<file path="config.mk">
export PLATFORM = sky130hd
export DESIGN_NAME = dvfs_seq
export DESIGN_NICKNAME = d
export VERILOG_FILES = /design/src/rtl/dvfs_pkg.sv /design/src/rtl/dvfs_vf_table.sv /design/src/rtl/dvfs_tick_timer.sv /design/src/rtl/dvfs_seq.sv
export SDC_FILE = /design/constraint.sdc
export NUM_CORES = 1
export LEC_CHECK = 0
export ABC_AREA = 1
export ABC_CLOCK_PERIOD_IN_PS = 4890
export BUFFER_PORTS_ARGS = -buffer_cell sky130_fd_sc_hd__clkbuf_2
export CAP_MARGIN = 30
export CORE_ASPECT_RATIO = 1.1
export CORE_UTILIZATION = 63
export CTS_CLUSTER_SIZE = 8
export DETAILED_ROUTE_END_ITERATION = 16
export PLACE_DENSITY = 0.86
export SYNTH_ARGS = -nofsm -noshare
export SYNTH_HDL_FRONTEND = slang
export SYNTH_HIERARCHICAL = 1
export SYNTH_SLANG_ARGS = --single-unit
</file>
<file path="constraint.sdc">
create_clock -name clk -period 4.89 [get_ports clk]
set_input_delay 0 -clock clk [delete_from_list [all_inputs] [get_ports clk]]
set_output_delay 0 -clock clk [all_outputs]
set_load 0.005 [all_outputs]
</file>
<file path="src/rtl/dvfs_pkg.sv">
package dvfs_pkg;

    typedef enum logic [1:0] {
        ST_IDLE  = 2'd0,
        ST_VSTEP = 2'd1,
        ST_VSET  = 2'd2,
        ST_LOCK  = 2'd3
    } seq_state_e;

    typedef enum logic {
        DIR_UP   = 1'b0,
        DIR_DOWN = 1'b1
    } move_dir_e;

    // lowest supply code that carries frequency code f
    function automatic int unsigned vf_min_volt(input int unsigned f,
                                                input int unsigned per,
                                                input int unsigned vmax);
        int unsigned v;
        v = f * per;
        return (v > vmax) ? vmax : v;
    endfunction

endpackage

</file>
<file path="src/rtl/dvfs_vf_table.sv">
module dvfs_vf_table #(
    parameter int FREQ_W  = 4,
    parameter int VOLT_W  = 5,
    parameter int V_PER_F = 2
) (
    input  logic [FREQ_W-1:0] fsel,
    output logic [VOLT_W-1:0] vmin
);
    localparam int NUM_F = 2 ** FREQ_W;
    localparam int VMAX  = (2 ** VOLT_W) - 1;

    logic [VOLT_W-1:0] tbl [NUM_F];

    for (genvar i = 0; i < NUM_F; i++) begin : g_row
        assign tbl[i] = VOLT_W'(dvfs_pkg::vf_min_volt(i, V_PER_F, VMAX));
    end

    assign vmin = tbl[fsel];
endmodule

</file>
<file path="src/rtl/dvfs_tick_timer.sv">
module dvfs_tick_timer #(
    parameter int CNT_W = 8
) (
    input  logic             clk,
    input  logic             rst,
    input  logic             clear,
    input  logic             tick,
    input  logic [CNT_W-1:0] limit,
    output logic             done
);
    logic [CNT_W-1:0] cnt;

    always_ff @(posedge clk) begin
        if (rst || clear) cnt <= '0;
        else if (tick)    cnt <= cnt + 1'b1;
    end

    assign done = tick && (cnt == limit - 1'b1);
endmodule

</file>
<file path="src/rtl/dvfs_seq.sv">
module dvfs_seq
    import dvfs_pkg::*;
#(
    parameter int FREQ_W       = 4,
    parameter int VOLT_W       = 5,
    parameter int V_PER_F      = 2,
    parameter int SETTLE_TICKS = 8,
    parameter int LOCK_TICKS   = 32
) (
    input  logic              clk,
    input  logic              rst,
    input  logic              req_valid,
    input  logic [FREQ_W-1:0] req_level,
    input  logic              tick,
    input  logic              pll_lock,
    output logic [VOLT_W-1:0] vcode,
    output logic [FREQ_W-1:0] fcode,
    output logic              busy,
    output logic              stall,
    output logic              lock_err
);
    localparam int TMR_MAX = (SETTLE_TICKS > LOCK_TICKS) ? SETTLE_TICKS : LOCK_TICKS;
    localparam int TMR_W   = $clog2(TMR_MAX + 1);
    localparam int VMAX    = (2 ** VOLT_W) - 1;
    localparam logic [VOLT_W-1:0] V_RESET = VOLT_W'(vf_min_volt(0, V_PER_F, VMAX));

    seq_state_e        state;
    move_dir_e         dir;
    logic [FREQ_W-1:0] tgt_f, prev_f, fcode_q;
    logic [VOLT_W-1:0] vcode_q, vtgt;
    logic              err_q, armed;
    logic              tmr_clr, tmr_done;
    logic [TMR_W-1:0]  tmr_lim;

    dvfs_vf_table #(
        .FREQ_W (FREQ_W),
        .VOLT_W (VOLT_W),
        .V_PER_F(V_PER_F)
    ) u_table (
        .fsel(tgt_f),
        .vmin(vtgt)
    );

    assign tmr_clr = !(state == ST_VSET || state == ST_LOCK);
    assign tmr_lim = (state == ST_LOCK) ? TMR_W'(LOCK_TICKS) : TMR_W'(SETTLE_TICKS);

    dvfs_tick_timer #(.CNT_W(TMR_W)) u_timer (
        .clk  (clk),
        .rst  (rst),
        .clear(tmr_clr),
        .tick (tick),
        .limit(tmr_lim),
        .done (tmr_done)
    );

    always_ff @(posedge clk) begin
        if (rst) begin
            state   <= ST_IDLE;
            dir     <= DIR_UP;
            tgt_f   <= '0;
            prev_f  <= '0;
            fcode_q <= '0;
            vcode_q <= V_RESET;
            err_q   <= 1'b0;
            armed   <= 1'b0;
        end else begin
            armed <= (state == ST_LOCK);
            case (state)
                ST_IDLE: begin
                    if (req_valid && req_level != fcode_q) begin
                        err_q  <= 1'b0;
                        tgt_f  <= req_level;
                        prev_f <= fcode_q;
                        if (req_level > fcode_q) begin
                            dir   <= DIR_UP;
                            state <= ST_VSTEP;
                        end else begin
                            dir     <= DIR_DOWN;
                            fcode_q <= req_level;
                            state   <= ST_LOCK;
                        end
                    end
                end
                ST_VSTEP: begin
                    if (dir == DIR_UP) begin
                        if (vcode_q < vtgt) begin
                            vcode_q <= vcode_q + 1'b1;
                            state   <= ST_VSET;
                        end else begin
                            fcode_q <= tgt_f;
                            state   <= ST_LOCK;
                        end
                    end else begin
                        if (vcode_q > vtgt) begin
                            vcode_q <= vcode_q - 1'b1;
                            state   <= ST_VSET;
                        end else begin
                            state <= ST_IDLE;
                        end
                    end
                end
                ST_VSET: begin
                    if (tmr_done) state <= ST_VSTEP;
                end
                ST_LOCK: begin
                    if (armed && pll_lock) begin
                        state <= (dir == DIR_UP) ? ST_IDLE : ST_VSTEP;
                    end else if (tmr_done) begin
                        fcode_q <= prev_f;
                        err_q   <= 1'b1;
                        state   <= ST_IDLE;
                    end
                end
                default: state <= ST_IDLE;
            endcase
        end
    end

    assign vcode    = vcode_q;
    assign fcode    = fcode_q;
    assign busy     = (state != ST_IDLE);
    assign stall    = (state == ST_LOCK);
    assign lock_err = err_q;
endmodule

</file>
* Word level (Yosys, flattened, before mapping)
Memories as Yosys holds them, arrays and structs flattened.
Index checks and enable logic that the tools add are counted.
** Word-level totals
- Bits in registers :: 28
- ROM bits :: 80
- Memories kept :: 1
** Memories
- (no name shown) :: words 16, width 5, read ports 1, clocked after memory_dff 0, write ports 0, RTL line dvfs_vf_table.sv:18 : assign vmin = tbl[fsel];
** Cells by class
- Add/sub/neg operators :: 4
- Order comparisons :: 4
- Equality and inequality tests :: 14
- Multiplexer cells :: 28
- Bitwise logic cells :: 1
- Reduce and logical (&&, ||, !) cells :: 16
** Operator list (count)
- 5-bit 2-to-1 mux :: 5
- 4-bit 2-to-1 mux :: 6
- 2-bit 2-to-1 mux :: 7
- 2-bit != test (second input constant) :: 6
- 4-bit case mux with 3 select lines :: 1
- 2-bit case mux with 4 select lines :: 1
- 7-bit AND reduction :: 1
- 6-bit by 1-bit adder with 6-bit output (second input constant) :: 1
- 6-bit equality test :: 1
- 1-bit 2-to-1 mux :: 6
- 6-bit 2-to-1 mux :: 1
- 3-bit AND reduction :: 2
- 2-bit nonzero test :: 3
- 6-bit by 1-bit subtractor with 6-bit output (second input constant) :: 1
- 5-bit by 1-bit adder with 5-bit output (second input constant) :: 1
- 5-bit greater-or-equal comparator (second input constant) :: 1
- 5-bit greater-than comparator :: 1
- 5-bit less-than comparator :: 1
- 4-bit NOT with 5-bit output :: 1
- 5-bit by 1-bit subtractor with 5-bit output (second input constant) :: 1
- 2-bit equality test (second input constant) :: 2
- 4-bit greater-than comparator :: 1
- 2-bit by 1-bit != test with 1-bit output (second input constant) :: 2
- 4-bit != test :: 1
- 10 further kinds :: 13

* Logic depth before layout (Yosys ltp)
Gate-level depths: netlist (run 1).
- Word-level depth :: 8
- Gate-level depth with buffers :: 15
- Gate-level depth less buffers :: 15

* Modules after synthesis
The synthesis (run 1) kept the hierarchy.
** Modules (own cells, without submodules)
- dvfs_seq :: times used 1, cells an instance 201, area an instance 1417.6 µm²
- dvfs_tick_timer :: times used 1, cells an instance 84, area an instance 467.9 µm²
- dvfs_vf_table :: times used 1, cells an instance 6, area an instance 41.3 µm²

* Worst setup path before layout (run 1)
Ideal clock, no wire load.
- Path type :: reg2reg
- Start point :: reg state[1]
- End point :: reg state[0]
- Setup time :: 0.113 ns
- Data arrival time :: 1.813 ns
- Required time :: 4.777 ns
- Setup slack :: 2.964 ns
- Stages on the path, launching flop included :: 12
- Buffers on the path :: 0
- Clock period less this slack :: 1.926 ns
- Cells stage by stage :: dfxtp_1 -> nand2_1 -> inv_1 -> xnor2_1 -> xor2_1 -> inv_1 -> nor2_1 -> nor2_1 -> a22oi_1 -> nand2_1 -> o21ai_1 -> inv_1
** Between the ends
- Cells in the longest elaborated chain, start to end :: 7
- Elaborated cells on any way between the ends :: 13
- Classes of those cells :: add/sub (1); eq/ne (7); mux (2); reduce/logical (3)
** RTL lines
- from (decl) :: RTL line dvfs_seq.sv:27 : seq_state_e state;
- from (signal assigned) :: RTL line dvfs_seq.sv:107 : state <= (dir == DIR_UP) ? ST_IDLE : ST_VSTEP;
- 2-bit equality test * :: RTL line dvfs_seq.sv:45 : assign tmr_lim = (state == ST_LOCK) ? TMR_W'(LOCK_TICKS) : TMR_W'(SETTLE_TICKS);
- 6-bit 2-to-1 mux * :: RTL line dvfs_seq.sv:45
- named net tmr_lim[3] :: RTL line dvfs_seq.sv:33 : logic [TMR_W-1:0] tmr_lim;
- 6-bit by 1-bit subtractor with 6-bit output * :: RTL line dvfs_tick_timer.sv:18 : assign done = tick && (cnt == limit - 1'b1);
- 6-bit equality test * :: RTL line dvfs_tick_timer.sv:18
- 1-bit logical AND * :: RTL line dvfs_tick_timer.sv:18
- named net tmr_done :: RTL line dvfs_seq.sv:32 : logic tmr_clr, tmr_done;
- 3-bit by 1-bit != test with 1-bit output (no source line) / 2-bit != test (equally long branches)
- 3-bit AND reduction (no source line) *
The timed path passes the listed nets; every way through them passes the cells marked *.
A chain may end at the register's enable or synchronous reset.

* Worst setup path in the final report (run 1)
- Start point :: reg state[0]
- End point :: reg fcode_q[3] (netlist: fcode[3])
** Between the ends
- Cells in the longest elaborated chain, start to end :: 7
- Elaborated cells on any way between the ends :: 16
- Classes of those cells :: add/sub (1); eq/ne (9); mux (2); reduce/logical (4)
** RTL lines
- 2-bit equality test :: RTL line dvfs_seq.sv:45
- 6-bit 2-to-1 mux :: RTL line dvfs_seq.sv:45
- named net tmr_lim[3] :: RTL line dvfs_seq.sv:33
- 6-bit by 1-bit subtractor with 6-bit output :: RTL line dvfs_tick_timer.sv:18
- 6-bit equality test :: RTL line dvfs_tick_timer.sv:18
- 1-bit logical AND :: RTL line dvfs_tick_timer.sv:18
- named net tmr_done :: RTL line dvfs_seq.sv:32
- 2-bit by 1-bit != test with 1-bit output (no source line)
- 7-bit AND reduction (no source line)
- to (signal assigned) :: RTL line dvfs_seq.sv:79 : fcode_q <= req_level;
- to (signal assigned) :: RTL line dvfs_seq.sv:90 : fcode_q <= tgt_f;
- to (signal assigned) :: RTL line dvfs_seq.sv:109 : fcode_q <= prev_f;
- to (decl) :: RTL line dvfs_seq.sv:29 : logic [FREQ_W-1:0] tgt_f, prev_f, fcode_q;
The timed path passes the listed nets, and every way through them passes these cells.

==> results of run 1 <==
-- power by group --
| part | leakage [nW] | internal [mW] | switching, mW |
|---|---|---|---|
| clock network | 0.0138 | 0.0289 | 0.0670 |
| logic | 0.793 | 0.203 | 0.339 |
| registers | 0.229 | 0.286 | 0.0628 |
| total | 1.04 | 0.518 | 0.468 |
-- timing repair --
item / 4_1_cts / 5_1_grt
hold buffers: 6 / 0
setup endpoints to repair: 0 / 0
hold endpoints to repair: 9 / 0
gates resized for setup: 0 / 0
-- cells by family after synthesis --
group / share of synthesized area
and+or+nand+nor: 0.3260
adders and majority gates: 0.1013
AOI/OAI and AO/OA: 0.1364
buffers and inverters: 0.1188
xor gates and xnor gates: 0.02273
DFF: 0.2909
other: 0.003898
-- per-layer routing --
layer  track usage  up-vias
li1              -      969
met5             0        -
met2        0.4750       36
met3       0.05344       10
met4        0.1062        0
met1        0.3224      826
-- worst reg2reg max path, delay by kind of cell, from the launching register on --
family | cells | cell delay (ns)
AO/OA/AOI/OAI | 2 | 0.27
XOR/XNOR | 1 | 0.15
buffers and inverters | 2 | 0.23
flip-flops | 1 | 0.56
AND/OR/NAND/NOR | 8 | 1.03
-- cell usage in the layout (no fill, tap or decap), types with 2 or more instances in the layout --
cell type / synthesis / final
nand2_1: 77 / 77
inv_1: 41 / 41
nor2_1: 40 / 40
dfxtp_1: 28 / 28
clkbuf_2: 0 / 20
a21oi_1: 16 / 16
o21ai_0: 15 / 15
ha_1: 14 / 14
nand3_1: 13 / 13
conb_1: 2 / 12
dlygate4sd3_1: 0 / 6
nor2_4: 4 / 4
a21oi_2: 3 / 3
o21ai_1: 3 / 3
xnor2_1: 3 / 3
clkbuf_4: 0 / 3
nor3_1: 3 / 3
inv_2: 2 / 2
xor2_1: 2 / 2
-- through the flow --
step | total power, mW | instances | area (sq um)
after CTS | 0.9850 | 355 | 2125
after floorplan | 0.7853 | 301 | 1964
after global placement | 0.8681 | 346 | 2042
after global routing | 1.083 | 355 | 2125
final | 0.9860 | 355 | 2125
after detailed placement | 0.8865 | 346 | 2042
-- cell type report --
type                       count  area, sq um  share of cell area
clock buffer                   3        22.52             0.01060
inverter                      44        165.2             0.07774
multi-input combinational    221         1175              0.5530
sequential                    28        560.5              0.2638
tap                           33        41.29             0.01943
timing repair buffer          26        160.2             0.07538
-- flip-flops by register name, indices dropped and copies added, names as in the netlist --
signal	count
u_timer/cnt	6
vcode	5
fcode	4
prev_f	4
tgt_f	4
state	2
armed	1
dir	1
lock_err	1
-- final timing paths --
kind	start	slack (ns)	depth (start not counted)	end
worst max-delay path	state[0]	2.59	13	fcode[3]
worst min-delay path	pll_lock	0.08	4	lock_err
worst max register to register	state[0]	2.59	13	fcode[3]
worst min register to register	u_timer/cnt[5]	0.49	2	u_timer/cnt[5]
==> metrics.txt, run 1 <==
routed length on met2 1.925 mm; Hold Path Class in2reg; IO Count 21; Num CTS Buffers 3; Layout area overhead 10.26%; pre-CTS WS 2.615 ns; syn avg cell area 6.621 sq um; Worst Path Required 5.17 ns; port bufs 20; CP startpoint kind register; postcts setup bufs 0; WL/cell 11.12 microns; Post-synth top cells nand2_1, inv_1, nor2_1; drt first pass iters 4; # setup viols final 0; met1 wire length 1.817 mm; CTS Root Cell clkbuf_4; Pleak 1.036 nW; row cnt 20; CP top delay family simple AND/OR/NAND/NOR gates; layout cells sized above 1 0.1180; Core ar. 0.002828 sq mm; WL final 3.947 mm; Synth Cell Area 0.001927 sq mm; maximum root-to-sink buffer count 2; Seq/Total Area, Yosys 0.2909; Initial Utilization 0.6814; CTS tree built; DIE AREA 0.003284 sq mm; drt initial violations 38; H-tree depth 1; clk_lat worst skew 0.33 ns; vias in the first global route 1612; first-pass GRT wire length 6.561 mm; Post-route DRC 0; max-cap violations 0; fin. max-slew vios 0; Clock Pin Slew Worst Setup and Hold Paths 0.15 ns; crit end category register; synthesis warning total 6; fin crit share 0.4701; crit-path cells nand2_1, inv_1, nand2_1, nor2_1, xor2_1, inv_1, nor2_1, a21oi_1, a21oi_2, nand4_4, nand2_1, nand2_1, nor2_1; Setup WS post-layout 2.591 ns; Die W 54.73 microns; nets@finish 348; Bufs and invs on worst path 2; fin util 0.7513; initial antenna violation count 0; CP most frequent cell nand2_1; Worst Skew 0.002052 ns; Die Y 60 microns; final hold violation count 0; DR vias 1841; n_diodes 0; Async SR Flop Fraction 0; minimum clock period 2.299 ns; Netlist cell types 36; area leader, netlist dfxtp_1; setup TNS 0 ns; crit path DAT 2.58 ns; Yosys reg bits 28; final HPWL from detailed placement 3.149 mm; top-count cell post-synth nand2_1; DR WL met3 128 microns; Min Hold Slack 0.07934 ns; Max Freq 0.4350 GHz; biggest fanout along the worst timing path 9; CP max-delay cell dfxtp_1; GP Congestion 0.8798; Via density 5.186; grt total ovfl 0; crit path kind reg2reg; Synth area leaders dfxtp_1, nand2_1, ha_1, inv_1, nor2_1; Peak supply drop 338.3 uV; largest net degree at the start of global routing 20; Final ANT Viol Nets 0; Synth Instances 291; top sig layer met4; RSZ-0062 raised after global routing no; Fillers 239; top cell type's share of synthesized area 0.2909; EDFF count, synth 0; CTS sink count 28; predominant post-synthesis flop cell dfxtp_1; outcome finished, final reports clean; Slowest Stage Delay on Critical Path 0.56 ns; Tot GR Track Use 0.2743; pwr/cell area 464.1 mW/mm^2
Power figures use the tool's default switching activity.
==> run 2: changes to the inputs <==
Settings changed: ABC_CLOCK_PERIOD_IN_PS 4890 to 2200, CORE_UTILIZATION 63 to 58, PLACE_DENSITY 0.86 to 0.8.
Clock period 4.89 ns to 2.2 ns, I/O delays scaled along.
==> metrics.txt, run 2 (same netlist as run 1, synthesis figures left out) <==
largest net degree at the start of global routing 20 (unchanged); drt first pass iters 5 (+1); Fillers 300 (+26%); initial antenna violation count 0 (unchanged); worst slew pin tran 0.5360 ns; DIE AREA 0.003557 sq mm (+8.3%); Via density 5.008 (-3.4%); CTS tree built; Core ar. 0.003100 sq mm (+9.6%); Die W 56.96 microns (+4.1%); IO Count 21 (unchanged); Worst Skew 0.006434 ns (+0.004382 ns); fin. max-slew vios 0 (unchanged); row cnt 21 (+5.0%); Tot GR Track Use 0.2471 (-0.02722); CP startpoint kind register; Peak supply drop 592.2 uV (+75%); Largest Register u_timer/cnt; outcome finished, final reports clean; Die Y 62.45 microns (+4.1%); final HPWL from detailed placement 3.086 mm (-2.0%); fin crit share 0.8820 (+0.4119); layout cells sized above 1 0.1288 (+0.01082); Clock Pin Slew Worst Setup and Hold Paths 0.15 ns (about the same); vias in the first global route 1626 (+0.87%); DR vias 1803 (-2.1%); Initial Utilization 0.6215 (-0.05995); minimum clock period 1.940 ns (-0.3583 ns); final hold violation count 0 (unchanged); Layout area overhead 11.88%; Worst Path Required 2.44 ns (-2.73 ns); maximum root-to-sink buffer count 2 (unchanged); commonest non-fill, non-tap cell in the layout nand2_1; Min Hold Slack 0.1304 ns (+0.05106 ns); WL final 4.031 mm (+2.1%); WL/cell 11.20 microns (+0.71%); n_diodes 0 (unchanged); Max-slew headroom 0.6405; # setup viols final 0 (unchanged); crit end category register; grt total ovfl 0 (unchanged); max reg flops 6 (unchanged); first-pass GRT wire length 7.024 mm (+7.1%); Pleak 1.056 nW (+1.9%); drt initial violations 81 (+110%); Final ANT Viol Nets 0 (unchanged); pre-CTS WS 0.3411 ns (-2.274 ns); biggest fanout along the worst timing path 6 (-3); port bufs 20 (unchanged); clk_lat worst skew 0.33 ns (about the same); max-cap violations 0 (unchanged); most frequent cells in the layout nand2_1, inv_1, nor2_1; Num CTS Buffers 3 (unchanged); crit path kind reg2reg; Setup WS post-layout 0.2596 ns (-2.332 ns); setup TNS 0 ns (unchanged); CTS Root Cell clkbuf_4; nets@finish 352 (+1.1%); Post-route DRC 0 (unchanged); Hold Path Class in2reg; CTS sink count 28 (unchanged); pwr/cell area 1032 mW/mm^2 (+120%); crit path DAT 2.18 ns (-0.40 ns); GP Congestion 0.9157 (+4.1%); Max Freq 0.5154 GHz (+18%); H-tree depth 1 (unchanged); RSZ-0062 raised after global routing no
[run 2: worst max-delay path: stages, from the launching register on]
cell,delay (ns)
dfxtp_1,0.36
nand2_1,0.13
inv_1,0.14
nand2_1,0.06
nor2_1,0.14
xor2_1,0.15
inv_1,0.05
nor2_1,0.17
nor2_1,0.07
a22oi_1,0.30
nand2_1,0.08
o21ai_1,0.15
inv_1,0.05
[run 2: final cells by class]
| class | instances | area [sq um] | area share |
|---|---|---|---|
| multi-input combinational | 221 | 1175 | 0.5450 |
| tap | 34 | 42.54 | 0.01973 |
| sequential | 28 | 560.5 | 0.2600 |
| clock buffer | 3 | 22.52 | 0.01045 |
| timing repair buffer | 30 | 190.2 | 0.08822 |
| inverter | 44 | 165.2 | 0.07661 |
[run 2: timing repair]
| action | in CTS | in global routing |
|---|---|---|
| setup buffers | 0 | 0 |
| hold buffers | 6 | 0 |
| resized for setup | 0 | 0 |
| hold endpoints to repair | 8 | 0 |
[run 2: path summary, 6_finish.rpt]
check / cells after the start / to / start / slack (ns)
min reg2reg: 2 / lock_err / lock_err / 0.48
max reg2reg: 12 / state[0] / state[0] / 0.26
max: 12 / state[0] / state[0] / 0.26
min: 4 / lock_err / pll_lock / 0.13
[run 2: stage by stage]
step	utilization	cells	power (mW)	instance area [sq um]
final	0.6953	360	2.226	2156
after global routing	0.6953	360	2.460	2156
after CTS	0.6953	360	2.225	2156
after detailed placement	0.6687	351	2.000	2073
after global placement	0.6687	351	1.971	2073
after floorplan	-	301	1.746	1964
[run 2: report_power, final]
group	leakage, nW	switching (mW)	internal, mW	total (mW)
Sequential	0.229	0.0903	0.635	0.725
Clock	0.0138	0.148	0.0643	0.212
Combinational	0.813	0.803	0.485	1.29
Total	1.06	1.04	1.18	2.23
[run 2: layer usage]
layer | track usage | part of all wire | vias to the layer above
met5 | 0 | 0 | -
met4 | 0.08537 | 0.022 | 0
met3 | 0.02070 | 0.024 | 11
met2 | 0.4338 | 0.49 | 25
met1 | 0.3131 | 0.47 | 786
li1 | - | - | 981
==> run 3: changes to the inputs <==
Settings changed: ABC_CLOCK_PERIOD_IN_PS 2200 to 2500, CORE_UTILIZATION 58 to 25, PLACE_DENSITY 0.8 to 0.42, SYNTH_HIERARCHICAL 1 to unset.
Clock period 2.2 ns to 2.5 ns, I/O delays scaled along.
==> metrics.txt, run 3 <==
fin util 0.3039 (-0.3915); nets@finish 275 (-22%); dpl cells 327 (-6.8%); hold_buf cts 1 (-5); final cell count without fillers 332 (-7.8%); CTS Root Cell clkbuf_8; setup TNS 0 ns (unchanged); GP Congestion 0.7447 (-19%); drt first pass iters 4 (-1); Max Freq 0.5422 GHz (+5.2%); CP max-delay cell dfxtp_1; commonest non-fill, non-tap cell in the layout nand2_1; Final ANT Viol Nets 0 (unchanged); DR vias 1458 (-19%); layout cells sized above 1 0.1389 (+0.01005); total power 2.025 mW (-9.0%); Seq/Total Area, Yosys 0.3508 (+0.05991); postcts setup bufs 0 (unchanged); Core ar. 0.006156 sq mm (+99%); most frequent cells in the layout nand2_1, inv_1, nor2_1; port bufs 20 (unchanged); final HPWL from detailed placement 2.924 mm (-5.3%); Async SR Flop Fraction 0 (unchanged); Post-synth top cells nand2_1, inv_1, nor2_1; initial antenna violation count 0 (unchanged); Slowest Stage Delay on Critical Path 0.39 ns (+0.03 ns); H-tree depth 1 (unchanged); syn avg cell area 7.008 sq um (+5.8%); fin crit share 0.7377 (-0.1443); GR Util met3 0.02447 (+0.003764); top cell type's share of synthesized area 0.3508 (+0.05991); CP most frequent cell inv_1; pwr/cell area 1082 mW/mm^2 (+4.8%); minimum clock period 1.844 ns (-0.09615 ns); WL final 3.757 mm (-6.8%); Mapped Nets 250; placed instance area 0.001789 sq mm (-14%); CTS tree built; IO Count 21 (unchanged); Max-slew headroom 0.7333 (+0.09284); Worst Path Required 2.68 ns (+0.24 ns); Via density 4.392 (-12%); outcome finished, final reports clean; Bufs and invs on worst path 2 (-1); GRT met2 Usage 0.2177 (-0.2161); Tot GR Track Use 0.1248 (-0.1223); Netlist cell types 28 (-22%); synthesis warning total 0 (-6); drt initial violations 58 (-28%); Synth Area in Simple Gates 0.2686 (-0.05738); worst slew pin tran 0.3995 ns (-0.1365 ns); Worst Skew 0.01171 ns (+0.005278 ns); Synth Cell Area 0.001598 sq mm (-17%); predominant post-synthesis flop cell dfxtp_1; first-pass GRT wire length 6.479 mm (-7.8%); Die Y 85.85 microns (+37%); Pleak 0.9261 nW (-12%); # setup viols final 0 (unchanged); top-count cell post-synth nand2_1; Post-route DRC 0 (unchanged); Num CTS Buffers 3 (unchanged); biggest fanout along the worst timing path 19 (+13); CP top delay family simple AND/OR/NAND/NOR gates; largest net degree at the start of global routing 20 (unchanged); Peak supply drop 321.0 uV (-46%); n_diodes 0 (unchanged); crit path kind reg2reg; EDFF count, synth 0 (unchanged); final hold violation count 0 (unchanged); grt total ovfl 0 (unchanged); XOR/XNOR Fraction of Synth Area 0.01644 (-0.006282); Yosys reg bits 28 (unchanged); Hold Path Class in2reg; Layout area overhead 17.07%; area leader, netlist dfxtp_1; CP startpoint kind register; CTS resizes 0 (unchanged); maximum root-to-sink buffer count 2 (unchanged); max reg flops 6 (unchanged); Synth area leaders dfxtp_1, nand2_1, ha_1, inv_1, a21oi_1; RSZ-0062 raised after global routing no; post-synthesis mux area share 0.006265 (+0.006265); CTS sink count 28 (unchanged); met1 usage 0.1494 (-0.1636); row cnt 30 (+43%); most used routing layer in global routing met2; crit-path cells inv_1, ha_1, nand2_1, inv_1, nand3_1, nand3_2, o21ai_0, a21oi_1; fin. max-slew vios 0 (unchanged); Clock Pin Slew Worst Setup and Hold Paths 0.11 ns (-0.04 ns); clk_lat worst skew 0.29 ns (-0.04 ns); Synth Instances 228 (-22%); fin area 0.001871 sq mm (-13%); Die W 78.23 microns (+37%); DIE AREA 0.006715 sq mm (+89%); WL/cell 11.32 microns (+1.1%); Compound-Gate Fraction of Synth Area 0.1582 (+0.02182); largest family of logic cells by synthesized area simple AND/OR/NAND/NOR gates; Initial Utilization 0.2596 (-0.3619); crit path DAT 2.02 ns (-0.16 ns); area share of fa/ha/maj cells after synthesis 0.1065 (+0.005201); crit end category register; vias in the first global route 1391 (-14%); max-cap violations 0 (unchanged); Largest Register u_timer.cnt
## run 3: worst paths after layout
kind | from | to | slack, ns | cells past startpoint
setup / recovery | fcode[3] | tgt_f[0] | 0.66 | 8
hold / removal | tick | u_timer.cnt[0] | 0.03 | 3
setup reg to reg | fcode[3] | tgt_f[0] | 0.66 | 8
hold reg to reg | prev_f[0] | prev_f[0] | 0.47 | 2
## run 3: area by class of cell
| cell class | instances | area (sq um) |
|---|---|---|
| inverter | 35 | 132.6 |
| clock inverter | 1 | 30.03 |
| multi-input combinational | 163 | 888.4 |
| fill | 713 | 4285 |
| tap | 80 | 100.1 |
| clock buffer | 3 | 41.29 |
| timing repair buffer | 22 | 117.6 |
| sequential | 28 | 560.5 |
## run 3: worst min-delay path: cells and delay by family
family | cells | cell delay [ns]
buffers and inverters | 1 | 0.12
AND/OR/NAND/NOR | 2 | 0.14
## run 3: kinds of logic (layout without fill, tap and decap cells)
family | count (synthesis) | after routing
AND/OR/NAND/NOR | 99 | 99
AO/OA/AOI/OAI | 47 | 47
buffers and inverters | 37 | 61
flip-flops | 28 | 28
adder cells (fa/ha/maj) | 13 | 13
XOR/XNOR | 3 | 3
multiplexers | 1 | 1
## run 3: metrics by stage
step	setup slack, ns	hold WS, ns
floorplan	0.9605	0.06907
global placement	0.6822	0.2963
detailed placement	0.6616	0.2991
CTS	0.6356	0.01571
global route	0.4541	0.03722
finish	0.6557	0.02689
## run 3: report_power, final
part | leakage (nW) | internal (mW) | switching, mW
Clock | 0.0357 | 0.215 | 0.152
Combinational | 0.661 | 0.367 | 0.601
Sequential | 0.229 | 0.566 | 0.124
Total | 0.926 | 1.15 | 0.877
## run 3: per-layer routing
layer	share of wire	up-vias
met2	0.46	18
met1	0.48	650
met5	0	-
li1	-	786
met3	0.036	4
met4	0.016	0
